**config.mk**
```make
export PLATFORM = sky130hd
export DESIGN_NAME = miller_clamp_seq
export DESIGN_NICKNAME = d
export VERILOG_FILES = /design/src/rtl/miller_pkg.sv /design/src/rtl/drive_bbm_fsm.sv /design/src/rtl/clamp_filter.sv /design/src/rtl/miller_clamp_seq.sv
export SDC_FILE = /design/constraint.sdc
export NUM_CORES = 1
export LEC_CHECK = 0
export BUFFER_PORTS_ARGS = -buffer_cell sky130_fd_sc_hd__buf_2
export CAP_MARGIN = 20
export CORE_AREA = 2 2 39 41
export DETAILED_ROUTE_END_ITERATION = 12
export DIE_AREA = 0 0 41 43
export GPL_TIMING_DRIVEN = 0
export PLACE_DENSITY = 0.57
export SETUP_SLACK_MARGIN = 0.02
export SYNTH_ARGS = -nofsm -noshare
export SYNTH_HDL_FRONTEND = slang
export SYNTH_SLANG_ARGS = --single-unit
```
**constraint.sdc**
```tcl
create_clock -name clk -period 1.3 [get_ports clk]
set_input_delay 0.065 -clock clk [delete_from_list [all_inputs] [get_ports clk]]
set_output_delay 0.065 -clock clk [all_outputs]
set_load 0.05 [all_outputs]
```
**src/rtl/miller_pkg.sv**
```systemverilog
package miller_pkg;
  typedef enum logic [1:0] {
    DRV_LOW  = 2'd0,
    GAP_RISE = 2'd1,
    DRV_HIGH = 2'd2,
    GAP_FALL = 2'd3
  } drv_state_e;
endpackage

```
**src/rtl/drive_bbm_fsm.sv**
```systemverilog
module drive_bbm_fsm
  import miller_pkg::*;
(
  input  logic clk,
  input  logic rst_n,
  input  logic cmd_i,
  output logic pu_o,
  output logic pd_o
);
  drv_state_e st_q, st_d;

  always_comb begin
    st_d = st_q;
    unique case (st_q)
      DRV_LOW:  if (cmd_i)  st_d = GAP_RISE;
      GAP_RISE: st_d = cmd_i ? DRV_HIGH : DRV_LOW;
      DRV_HIGH: if (!cmd_i) st_d = GAP_FALL;
      GAP_FALL: st_d = cmd_i ? DRV_HIGH : DRV_LOW;
      default:  st_d = DRV_LOW;
    endcase
  end

  always_ff @(posedge clk or negedge rst_n) begin
    if (!rst_n) st_q <= DRV_LOW;
    else        st_q <= st_d;
  end

  assign pu_o = (st_q == DRV_HIGH);
  assign pd_o = (st_q == DRV_LOW);

  // pull-up and pull-down never overlap
  a_r2_no_overlap: assert property (@(posedge clk) disable iff (!rst_n)
    !(pu_o && pd_o));
  // pull-down on in one cycle means pull-up off in the next
  a_r3_gap_rise: assert property (@(posedge clk) disable iff (!rst_n)
    pd_o |=> !pu_o);
  // pull-up on in one cycle means pull-down off in the next
  a_r4_gap_fall: assert property (@(posedge clk) disable iff (!rst_n)
    pu_o |=> !pd_o);
endmodule

```
**src/rtl/clamp_filter.sv**
```systemverilog
module clamp_filter #(
  parameter int FILT_CYC = 20
) (
  input  logic clk,
  input  logic rst_n,
  input  logic low_active_i,
  input  logic cmd_i,
  input  logic below_i,
  output logic clamp_o
);
  localparam int CW = $clog2(FILT_CYC + 1);
  localparam logic [CW-1:0] LAST = CW'(FILT_CYC - 1);

  logic [CW-1:0] run_q;
  logic          clamp_q;

  always_ff @(posedge clk or negedge rst_n) begin
    if (!rst_n) begin
      clamp_q <= 1'b0;
      run_q   <= '0;
    end else if (cmd_i || !low_active_i) begin
      clamp_q <= 1'b0;
      run_q   <= '0;
    end else if (!clamp_q) begin
      clamp_q <= below_i;
      run_q   <= '0;
    end else if (below_i) begin
      run_q   <= '0;
    end else if (run_q == LAST) begin
      clamp_q <= 1'b0;
      run_q   <= '0;
    end else begin
      run_q   <= run_q + 1'b1;
    end
  end

  assign clamp_o = clamp_q;

  // engage after a below-threshold sample in the low drive state
  a_r5_engage: assert property (@(posedge clk) disable iff (!rst_n)
    (low_active_i && !cmd_i && below_i) |=> clamp_o);
  // a high command releases the clamp at the next edge
  a_r8_cmd_release: assert property (@(posedge clk) disable iff (!rst_n)
    cmd_i |=> !clamp_o);
  // a below-threshold sample with the clamp on keeps it on
  a_r6_hold: assert property (@(posedge clk) disable iff (!rst_n)
    (clamp_o && below_i && !cmd_i && low_active_i) |=> clamp_o);
endmodule

```
**src/rtl/miller_clamp_seq.sv**
```systemverilog
module miller_clamp_seq #(
  parameter int FILT_CYC = 20
) (
  input  logic clk,
  input  logic rst_n,
  input  logic cmd_i,
  input  logic gate_below_i,
  output logic pu_en_o,
  output logic pd_en_o,
  output logic clamp_en_o
);
  logic pu_w, pd_w, clamp_w;

  drive_bbm_fsm u_fsm (
    .clk   (clk),
    .rst_n (rst_n),
    .cmd_i (cmd_i),
    .pu_o  (pu_w),
    .pd_o  (pd_w)
  );

  clamp_filter #(.FILT_CYC(FILT_CYC)) u_clamp (
    .clk          (clk),
    .rst_n        (rst_n),
    .low_active_i (pd_w),
    .cmd_i        (cmd_i),
    .below_i      (gate_below_i),
    .clamp_o      (clamp_w)
  );

  assign pu_en_o    = pu_w;
  assign pd_en_o    = pd_w;
  assign clamp_en_o = clamp_w;

  // clamp only while the main pull-down conducts
  a_r9_clamp_needs_pd: assert property (@(posedge clk) disable iff (!rst_n)
    clamp_en_o |-> pd_en_o);
  // pull-up never with clamp
  a_r2_no_pu_clamp: assert property (@(posedge clk) disable iff (!rst_n)
    !(pu_en_o && clamp_en_o));
endmodule

```
==> results.yml, run 1 <==
finish:
  fin_nets: 48
  fin_util: 0.343
  insertedDiodeCount: 0
  area_delta_synth_final_pct: 28.0
  instances_no_fill: 57
  final_layout_size_suffix_gt1_frac: 0.415
  fillers: 146
cts:
  cts_tree: "done"
  root_buffer: "clkbuf_4"
  cts_sinks: 8
  clockBufferDepth: 2
  clk_latency_ps: 250
  h-tree-depth: 1
  clkSlewWorstSetupHoldPaths_ps: 50
  numCtsBuffers: 3
sta:
  finalClockSkew_ps: 4.91
  relSlewSlack: 0.779
  rsz0062_at_grt: "false"
  worstMarginPinSlew_ps: 330
  period_needed_ps: 1210
  hold_viol_final: 0
  finalCritPeriodShare: 0.927
  drv_slew: 0
  holdWs_ps: 67.7
  max_freq_mhz: 830
  report.final.setup_viol: 0
setup_path:
  path_buf_inv: 0
  crit_required_ps: 1420
  critPathTopFamily: "flip-flops"
  crit_fanout: 5
  cp_slowest_cell: "dfrtp_1"
  worstSetupStartpointType: "flop"
  critPathArrivalTime_ps: 1320
  end_kind: "flop"
  slowest_delay_ps: 370
  path_cells: "ha_2 > nand2_2 > o311ai_4 > nor2_1"
  critPathKind: "reg2reg"
power:
  powerDensity_nw_per_um2: 1820
  p_leak_nw: 0.200
  peakVddDrop_mv: 0.580
placed_design:
  dp_cells: 53
  portBuffers: 6
  dp_hpwl_um: 472
  gp_congestion: 0.706
detailed_routing:
  drt_iter0_markers: 4
  drtPass1Iterations: 2
  routedWlPerCell_um: 10.8
  num_vias: 258
  detail_route.wirelength_um: 617
  post-route-drc-count: 0
  ant_nets: 0
  vias_per_cell: 4.53
yosys:
  yosys.area.top_type: "dfrtp_1"
  synth_top_area_share: 0.541
  avgSynthCellArea_um2: 11.9
  synth_top_flop_cell: "dfrtp_1"
  ys_seq_area_frac: 0.541
  synth_top_family_by_area: "simple AND/OR/NAND/NOR gates"
  ys_ff_latch: 8
  syn_area_um2: 370
  syn-num-nets: 36
  netlist_top_cells_area: "dfrtp_1 54%, nor2_1 7.1%, nor4_4 5.7%"
  synth_commonest_cells: "8 x dfrtp_1, 7 x nor2_1"
  synth_cells: 31
  synth.area.mux_share: 0
  ys_types: 14
  synthAdderAreaFrac: 0.0338
  synth_compound_area_frac: 0.128
  ys_async_sr_fraction: 1.00
  synthSimpleGateAreaFrac: 0.182
  synth-edff-count: 0
  synth.most_common_cell: "dfrtp_1"
  synth_xor_area_frac: 0.0946
  ys_warn_count: 0
floorplanning:
  die_y_um: 43
  fp-row-count: 14
  num_io_pins: 7
  start_util: 0.268
  dieArea_um2: 1760
  core_area_um2: 1380
  die_x_um: 41
global_route:
  antenna_found_initial: 0
  grt_overflow_total: 0
  grt_util_all_layers: 0.0921
  grt_pass1_vias: 261
  grt_max_degree: 9
  grt_pass1_wl_um: 1000
hold_path:
  hold_path.class: "in2reg"
status:
  status: "completed"
flow_run:
  cap_viol_max_count: 0
## metrics by stage
step | TNS (ps) | total power [mW] | worst slack (ps) | instance area (µm²)
2_1_floorplan | 0 | 0.592 | 45.4 | 373
3_3_place_gp | -41.6 | 0.660 | -17.4 | 423
3_5_place_dp | -11.4 | 0.667 | -11.4 | 423
4_1_cts | -20.4 | 0.870 | -19.4 | 458
5_1_grt | 0 | 0.925 | 21.2 | 474
6_report | 0 | 0.862 | 94.5 | 474
## power by group
part           internal, mW  total, mW  switching, mW
combinational         0.105      0.311          0.207
sequential            0.290      0.366         0.0762
clock                 0.105      0.184         0.0786
total                 0.500      0.862          0.361
## timing repair
item	in CTS	in global routing
resized for setup	1	4
setup endpoints to repair	5	7
pin swaps	0	1
buffers inserted	0	0
hold buffers	1	0
endpoints found under the hold margin	8	0
## per-layer routing
metal | global-route usage | share of wire
met4 | 0.0200 | 0
met2 | 0.131 | 0.45
met3 | 0.0942 | 0.11
met1 | 0.0924 | 0.45
met5 | 0 | 0
## logic make-up (layout without fill, tap and decap cells)
| group | count (synthesis) | after routing |
|---|---|---|
| compound gates | 4 | 4 |
| simple gates | 12 | 12 |
| flops | 8 | 8 |
| buf+inv | 2 | 12 |
| fa+ha+maj | 1 | 1 |
| xor+xnor | 4 | 4 |
## final timing paths
path,startpoint,end,slack (ps),cells after the start
worst max register to register,u_clamp.run_q[0],u_clamp.run_q[2],90,4
worst min-delay path,cmd_i,u_clamp.clamp_o,70,2
worst max-delay path,u_clamp.run_q[0],u_clamp.run_q[2],90,4
worst min register to register,u_clamp.run_q[0],u_clamp.run_q[0],470,1
max in group asynchronous,rst_n,asynchronous set/reset pin,940,2
min in group asynchronous,rst_n,asynchronous set/reset pin,180,2
## cell usage in the layout (no fill, tap or decap)
cell,synthesis,routed
a21o_2,1,1
dfrtp_2,0,1
xnor2_1,2,2
clkbuf_4,0,3
nand2_2,0,1
o311ai_4,0,1
nor2b_2,0,1
a2111oi_2,1,1
nor4_4,1,1
o31ai_1,1,1
dfrtp_1,8,7
ha_2,0,1
dlygate4sd3_1,0,1
xor2_1,2,2
buf_2,0,5
inv_1,2,2
nand3_1,2,2
buf_4,0,1
nor2_1,7,7
## area by class of cell
class,count,area [µm²],share of cell area
Sequential cell,8,201,0.425
Multi-Input combinational cell,21,180,0.380
Inverter,2,7.51,0.0158
Timing Repair Buffer,7,42.5,0.0897
Clock buffer,3,22.5,0.0475
Tap cell,16,20.0,0.0422
Note: power is estimated with default switching activity, not from simulation.
==> inputs of run 2 (changes only) <==
--- a/config.mk
+++ b/config.mk
@@ -11,8 +11,10 @@
 export DETAILED_ROUTE_END_ITERATION = 12
 export DIE_AREA = 0 0 41 43
 export GPL_TIMING_DRIVEN = 0
-export PLACE_DENSITY = 0.57
+export MAX_ROUTING_LAYER = met4
+export PLACE_DENSITY = 0.52
 export SETUP_SLACK_MARGIN = 0.02
+export SLEW_MARGIN = 10
 export SYNTH_ARGS = -nofsm -noshare
 export SYNTH_HDL_FRONTEND = slang
 export SYNTH_SLANG_ARGS = --single-unit
==> run 2 against run 1 <==
Net effect: register-to-register slack got worse by 20 ps; sequential power barely moved; combinational power barely moved; via count fell by 1.9%; critical endpoint is now u_clamp.clamp_o; largest power group unchanged; highest routed layer unchanged.
==> results.yml, run 2 (synthesis results as in run 1) <==
floorplanning:
  fp-row-count: 14
  dieArea_um2: 1760
  die_y_um: 43
  num_io_pins: 7
  core_area_um2: 1380
  die_x_um: 41
  start_util: 0.268
power:
  p_leak_nw: 0.205
  powerDensity_nw_per_um2: 1780
  peakVddDrop_mv: 0.458
setup_path:
  r2r-start: "u_clamp.run_q[0]"
  crit_fanout: 3
  worstRegToRegCells: 4
  crit_required_ps: 1440
  worstSetupStartpointType: "flop"
  end_kind: "flop"
  critPathArrivalTime_ps: 1370
  r2r_slack_ps: 70
  critPathKind: "reg2reg"
  r2r-end: "u_clamp.clamp_o"
placed_design:
  dp_hpwl_um: 464
  placement.cell_area_um2: 423
  portBuffers: 6
  gp_congestion: 0.633
  dp_cells: 53
sta:
  drv_slew: 0
  finalCritPeriodShare: 0.946
  hold_viol_final: 0
  report.final.setup_viol: 0
  tns_ps: 0
  max_freq_mhz: 813
  relSlewSlack: 0.789
  finalClockSkew_ps: 1.87
  period_needed_ps: 1230
  worstMarginPinSlew_ps: 316
  rsz0062_at_grt: "false"
global_route:
  grt_max_degree: 9
  grt_overflow_total: 0
  grt_pass1_vias: 254
  antenna_found_initial: 0
  grt_pass1_wl_um: 1040
  grt_util_all_layers: 0.0968
cts:
  cts_tree: "done"
  cts_sinks: 8
  clkSlewWorstSetupHoldPaths_ps: 50
  root_buffer: "clkbuf_4"
  h-tree-depth: 1
  clk_latency_ps: 240
  numCtsBuffers: 3
  clockBufferDepth: 2
detailed_routing:
  detail_route.wirelength_um: 599
  post-route-drc-count: 0
  num_vias: 253
  ant_nets: 0
  drt_iter0_markers: 0
  routedWlPerCell_um: 10.3
  vias_per_cell: 4.36
  drtPass1Iterations: 1
finish:
  final_cell_mix: "7 x nor2_1, 7 x dfrtp_1, 5 x buf_2"
  insertedDiodeCount: 0
  final_layout_size_suffix_gt1_frac: 0.429
  instances_no_fill: 58
  area_delta_synth_final_pct: 30.1
  fin_nets: 49
  finalInstanceArea_um2: 482
  fillers: 142
flow_run:
  cap_viol_max_count: 0
hold_path:
  min_from: "cmd_i"
  hold_path_end: "u_clamp.clamp_o"
  hold_path.class: "in2reg"
  whs_path_depth: 2
status:
  status: "completed"
run 2: cell count changes in the layout (fill, tap and decap cells not counted):
cell | before | now
clkbuf_4 | 3 | 4
run 2: per-stage QoR:
step / utilization / hold WS [ps] / power [mW] / setup WS (ps)
after floorplan: - / -231 / 0.592 / 45.4
after global placement: 0.306 / -93.6 / 0.654 / 44.8
after detailed placement: 0.306 / -84.9 / 0.662 / 17.6
after CTS: 0.331 / 57.9 / 0.853 / 25.9
after global routing: 0.348 / 61.0 / 0.925 / 20.3
final: 0.348 / 66.2 / 0.857 / 70.7
run 2: what timing repair did:
item	in CTS	in global routing
resized for setup	1	4
buffers inserted	0	1
setup endpoints to repair	4	7
hold endpoints to repair	8	0
hold buffers	1	0
run 2: layout make-up:
class | count | area, µm² | area share
Sequential cell | 8 | 201 | 0.418
Timing Repair Buffer | 8 | 50.0 | 0.104
Clock buffer | 3 | 22.5 | 0.0468
Multi-Input combinational cell | 21 | 180 | 0.374
Tap cell | 16 | 20.0 | 0.0416
Inverter | 2 | 7.51 | 0.0156
run 2: how the worst max path moves through the flow:
stage,start,to,slack [ps],cells after the start
5_1_grt,u_clamp.run_q[0],u_clamp.clamp_o,20,4
2_1_floorplan,u_clamp.clamp_o,u_clamp.clamp_o,50,2
6_report,u_clamp.run_q[0],u_clamp.clamp_o,70,4
3_5_place_dp,u_clamp.run_q[0],u_clamp.run_q[3],20,4
3_3_place_gp,u_clamp.run_q[0],u_clamp.clamp_o,40,4
4_1_cts,flop,pu_en_o,30,2
run 2: where the power goes:
part           internal [mW]  switching, mW
clock network          0.105         0.0749
registers              0.290         0.0775
logic                  0.104          0.205
run 2: worst max-delay path, stage by stage (launching register included):
cell       delay (ps)
dfrtp_1           390
ha_2              220
nand2_2            90
o31ai_1            80
a2111oi_2         350
run 2: routing by layer:
metal  GRT usage  vias up  share of wire
met3      0.0314        0          0.068
met2       0.125        6           0.48
met5           -        -              0
met1       0.107      117           0.45
li1            -      130              -
met4       0.100        0              0
==> inputs of run 3 (changes only) <==
--- a/config.mk
+++ b/config.mk
@@ -12,9 +12,10 @@
 export DIE_AREA = 0 0 41 43
 export GPL_TIMING_DRIVEN = 0
 export MAX_ROUTING_LAYER = met4
-export PLACE_DENSITY = 0.52
+export PLACE_DENSITY = 0.55
 export SETUP_SLACK_MARGIN = 0.02
 export SLEW_MARGIN = 10
 export SYNTH_ARGS = -nofsm -noshare
 export SYNTH_HDL_FRONTEND = slang
+export SYNTH_HIERARCHICAL = 1
 export SYNTH_SLANG_ARGS = --single-unit
==> run 3 against run 2 <==
Net effect: via count increased by 3.2%; synthesized cell count is 9.7% higher; hold slack worse by 42 ps; maximum frequency increased by 1.3%; utilization up 0.36 points; synthesized area is 7.1% higher; global-route usage is 1.2 points higher; sequential share of layout area down 0.69 points; highest routed layer is now met4.
==> results.yml, run 3 <==
flow_run:
  cap_viol_max_count: 0
yosys:
  syn-num-nets: 39
  avgSynthCellArea_um2: 11.7
  synth_cells: 34
  synth-edff-count: 0
  synth_top_flop_cell: "dfrtp_1"
  ys_ff_latch: 8
  ys_warn_count: 6
  synth_top_area_share: 0.505
  ys_types: 18
  ys_async_sr_fraction: 1.00
  synth.most_common_cell: "dfrtp_1"
  ys_seq_area_frac: 0.505
  yosys.area.top_type: "dfrtp_1"
  synth_commonest_cells: "8 x dfrtp_1, 7 x nor2_1, 2 x inv_1, 2 x nand2_1, 2 x xnor2_1"
  netlist_top_cells_area: "dfrtp_1 50%, nand4bb_4 6.9%, nor2_1 6.6%"
  syn_area_um2: 397
cts:
  cts_sinks: 8
  clk_latency_ps: 250
  ctsResizeCount: 0
  numCtsBuffers: 3
  clockBufferDepth: 2
  root_buffer: "clkbuf_4"
  clkSlewWorstSetupHoldPaths_ps: 50
  h-tree-depth: 1
  cts_tree: "done"
sta:
  max_freq_mhz: 824
  worstMarginPinSlew_ps: 248
  hold_viol_final: 0
  period_needed_ps: 1210
  rsz0062_at_grt: "false"
  finalClockSkew_ps: 6.53
  relSlewSlack: 0.836
  worst_slack_ps: 86.8
  report.final.setup_viol: 0
  finalCritPeriodShare: 0.933
  drv_slew: 0
  tns_ps: 0
setup_path:
  r2r-end: "u_clamp/clamp_o"
  crit_fanout: 4
  end_kind: "primary output"
  r2r-start: "u_clamp/run_q[0]"
  critPathKind: "reg2out"
  r2r_slack_ps: 170
  crit_required_ps: 1240
  setup.worst_path.start: "u_fsm/st_q[0]"
  worstSetupStartpointType: "flop"
  worstRegToRegCells: 4
  critPathArrivalTime_ps: 1150
  endpoint: "pd_en_o"
floorplanning:
  die_x_um: 41
  core_area_um2: 1380
  dieArea_um2: 1760
  fp-row-count: 14
  die_y_um: 43
  num_io_pins: 7
  start_util: 0.287
detailed_routing:
  routedWlPerCell_um: 10.1
  post-route-drc-count: 0
  vias_per_cell: 4.35
  ant_nets: 0
  drtPass1Iterations: 3
  num_vias: 261
  drt_iter0_markers: 7
  detail_route.wirelength_um: 603
power:
  powerDensity_nw_per_um2: 1770
  power_uw: 860
  peakVddDrop_mv: 0.880
  p_leak_nw: 0.225
finish:
  layout_commonest_cell: "dfrtp_1"
  fin_nets: 51
  final_cell_mix: "8 x dfrtp_1, 6 x buf_2, 6 x nor2_1"
  seq_area_um2: 200
  multiInputGateArea_um2: 196
  final_layout_size_suffix_gt1_frac: 0.318
  insertedDiodeCount: 0
  fillers: 142
  area_delta_synth_final_pct: 22.7
placed_design:
  gp_congestion: 0.668
  portBuffers: 6
  dp_hpwl_um: 449
  dp_slack_ps: 167
hold_path:
  hold_path.class: "in2reg"
global_route:
  antenna_found_initial: 0
  grt_max_degree: 9
  grt_overflow_total: 0
  grt_pass1_vias: 261
  grt_util_all_layers: 0.109
  grt_pass1_wl_um: 1120
status:
  status: "completed"
run 3: kinds of logic (layout without fill, tap and decap cells):
logic type,after synthesis,in the layout,synth area share
simple gates,15,15,0.278
fa+ha+maj,1,1,0.0315
buf+inv,2,12,0.0189
xor+xnor,3,3,0.0663
flops,8,8,0.505
compound gates,4,4,0.0757
mux,1,1,0.0252
run 3: how the worst min path moves through the flow:
stage	startpoint	depth (start not counted)	to	slack, ps
finish	cmd_i	2	u_clamp/clamp_o	20
detailed placement	rst_n	1	u_clamp/run_q[2]	-80
floorplan	rst_n	0	u_clamp/clamp_o	-230
CTS	cmd_i	2	u_clamp/clamp_o	20
global placement	rst_n	1	u_clamp/clamp_o	-80
global route	cmd_i	2	u_clamp/clamp_o	20
run 3: timing repair:
| action | CTS | global route |
|---|---|---|
| hold buffers | 1 | 0 |
| hold endpoints to repair | 8 | 0 |
| endpoints found under the setup margin | 0 | 0 |
| setup buffers | 0 | 0 |
run 3: metal layers:
metal	GRT usage	vias up	share of wire
met5	-	-	0
met4	0.0800	0	0.013
met3	0.0785	2	0.050
met2	0.128	5	0.44
met1	0.122	120	0.49
li1	-	134	-
run 3: worst max-delay path, stage by stage (launching register included):
cell,delay (ps)
dfrtp_1,450
nor2_4,170
buf_2,280
run 3: power breakdown:
group | internal [mW] | switching [mW] | leakage (nW)
sequential | 0.287 | 0.0602 | 0.108
clock | 0.105 | 0.0806 | 0.0138
combinational | 0.111 | 0.215 | 0.103
run 3: area by class of cell:
cell class,instances,area share
Sequential cell,8,0.411
Multi-Input combinational cell,24,0.404
Timing Repair Buffer,7,0.0823
Clock buffer,3,0.0463
Tap cell,16,0.0411
Inverter,2,0.0154
run 3: per-stage QoR:
| step | instances | area, µm² | hold slack, ps | utilization |
|---|---|---|---|---|
| 2_1_floorplan | 34 | 404 | -231 | - |
| 3_3_place_gp | 56 | 454 | -78.4 | 0.328 |
| 3_5_place_dp | 56 | 454 | -77.0 | 0.328 |
| 4_1_cts | 60 | 487 | 17.1 | 0.352 |
| 5_1_grt | 60 | 487 | 23.0 | 0.352 |
| 6_report | 60 | 487 | 24.0 | 0.352 |
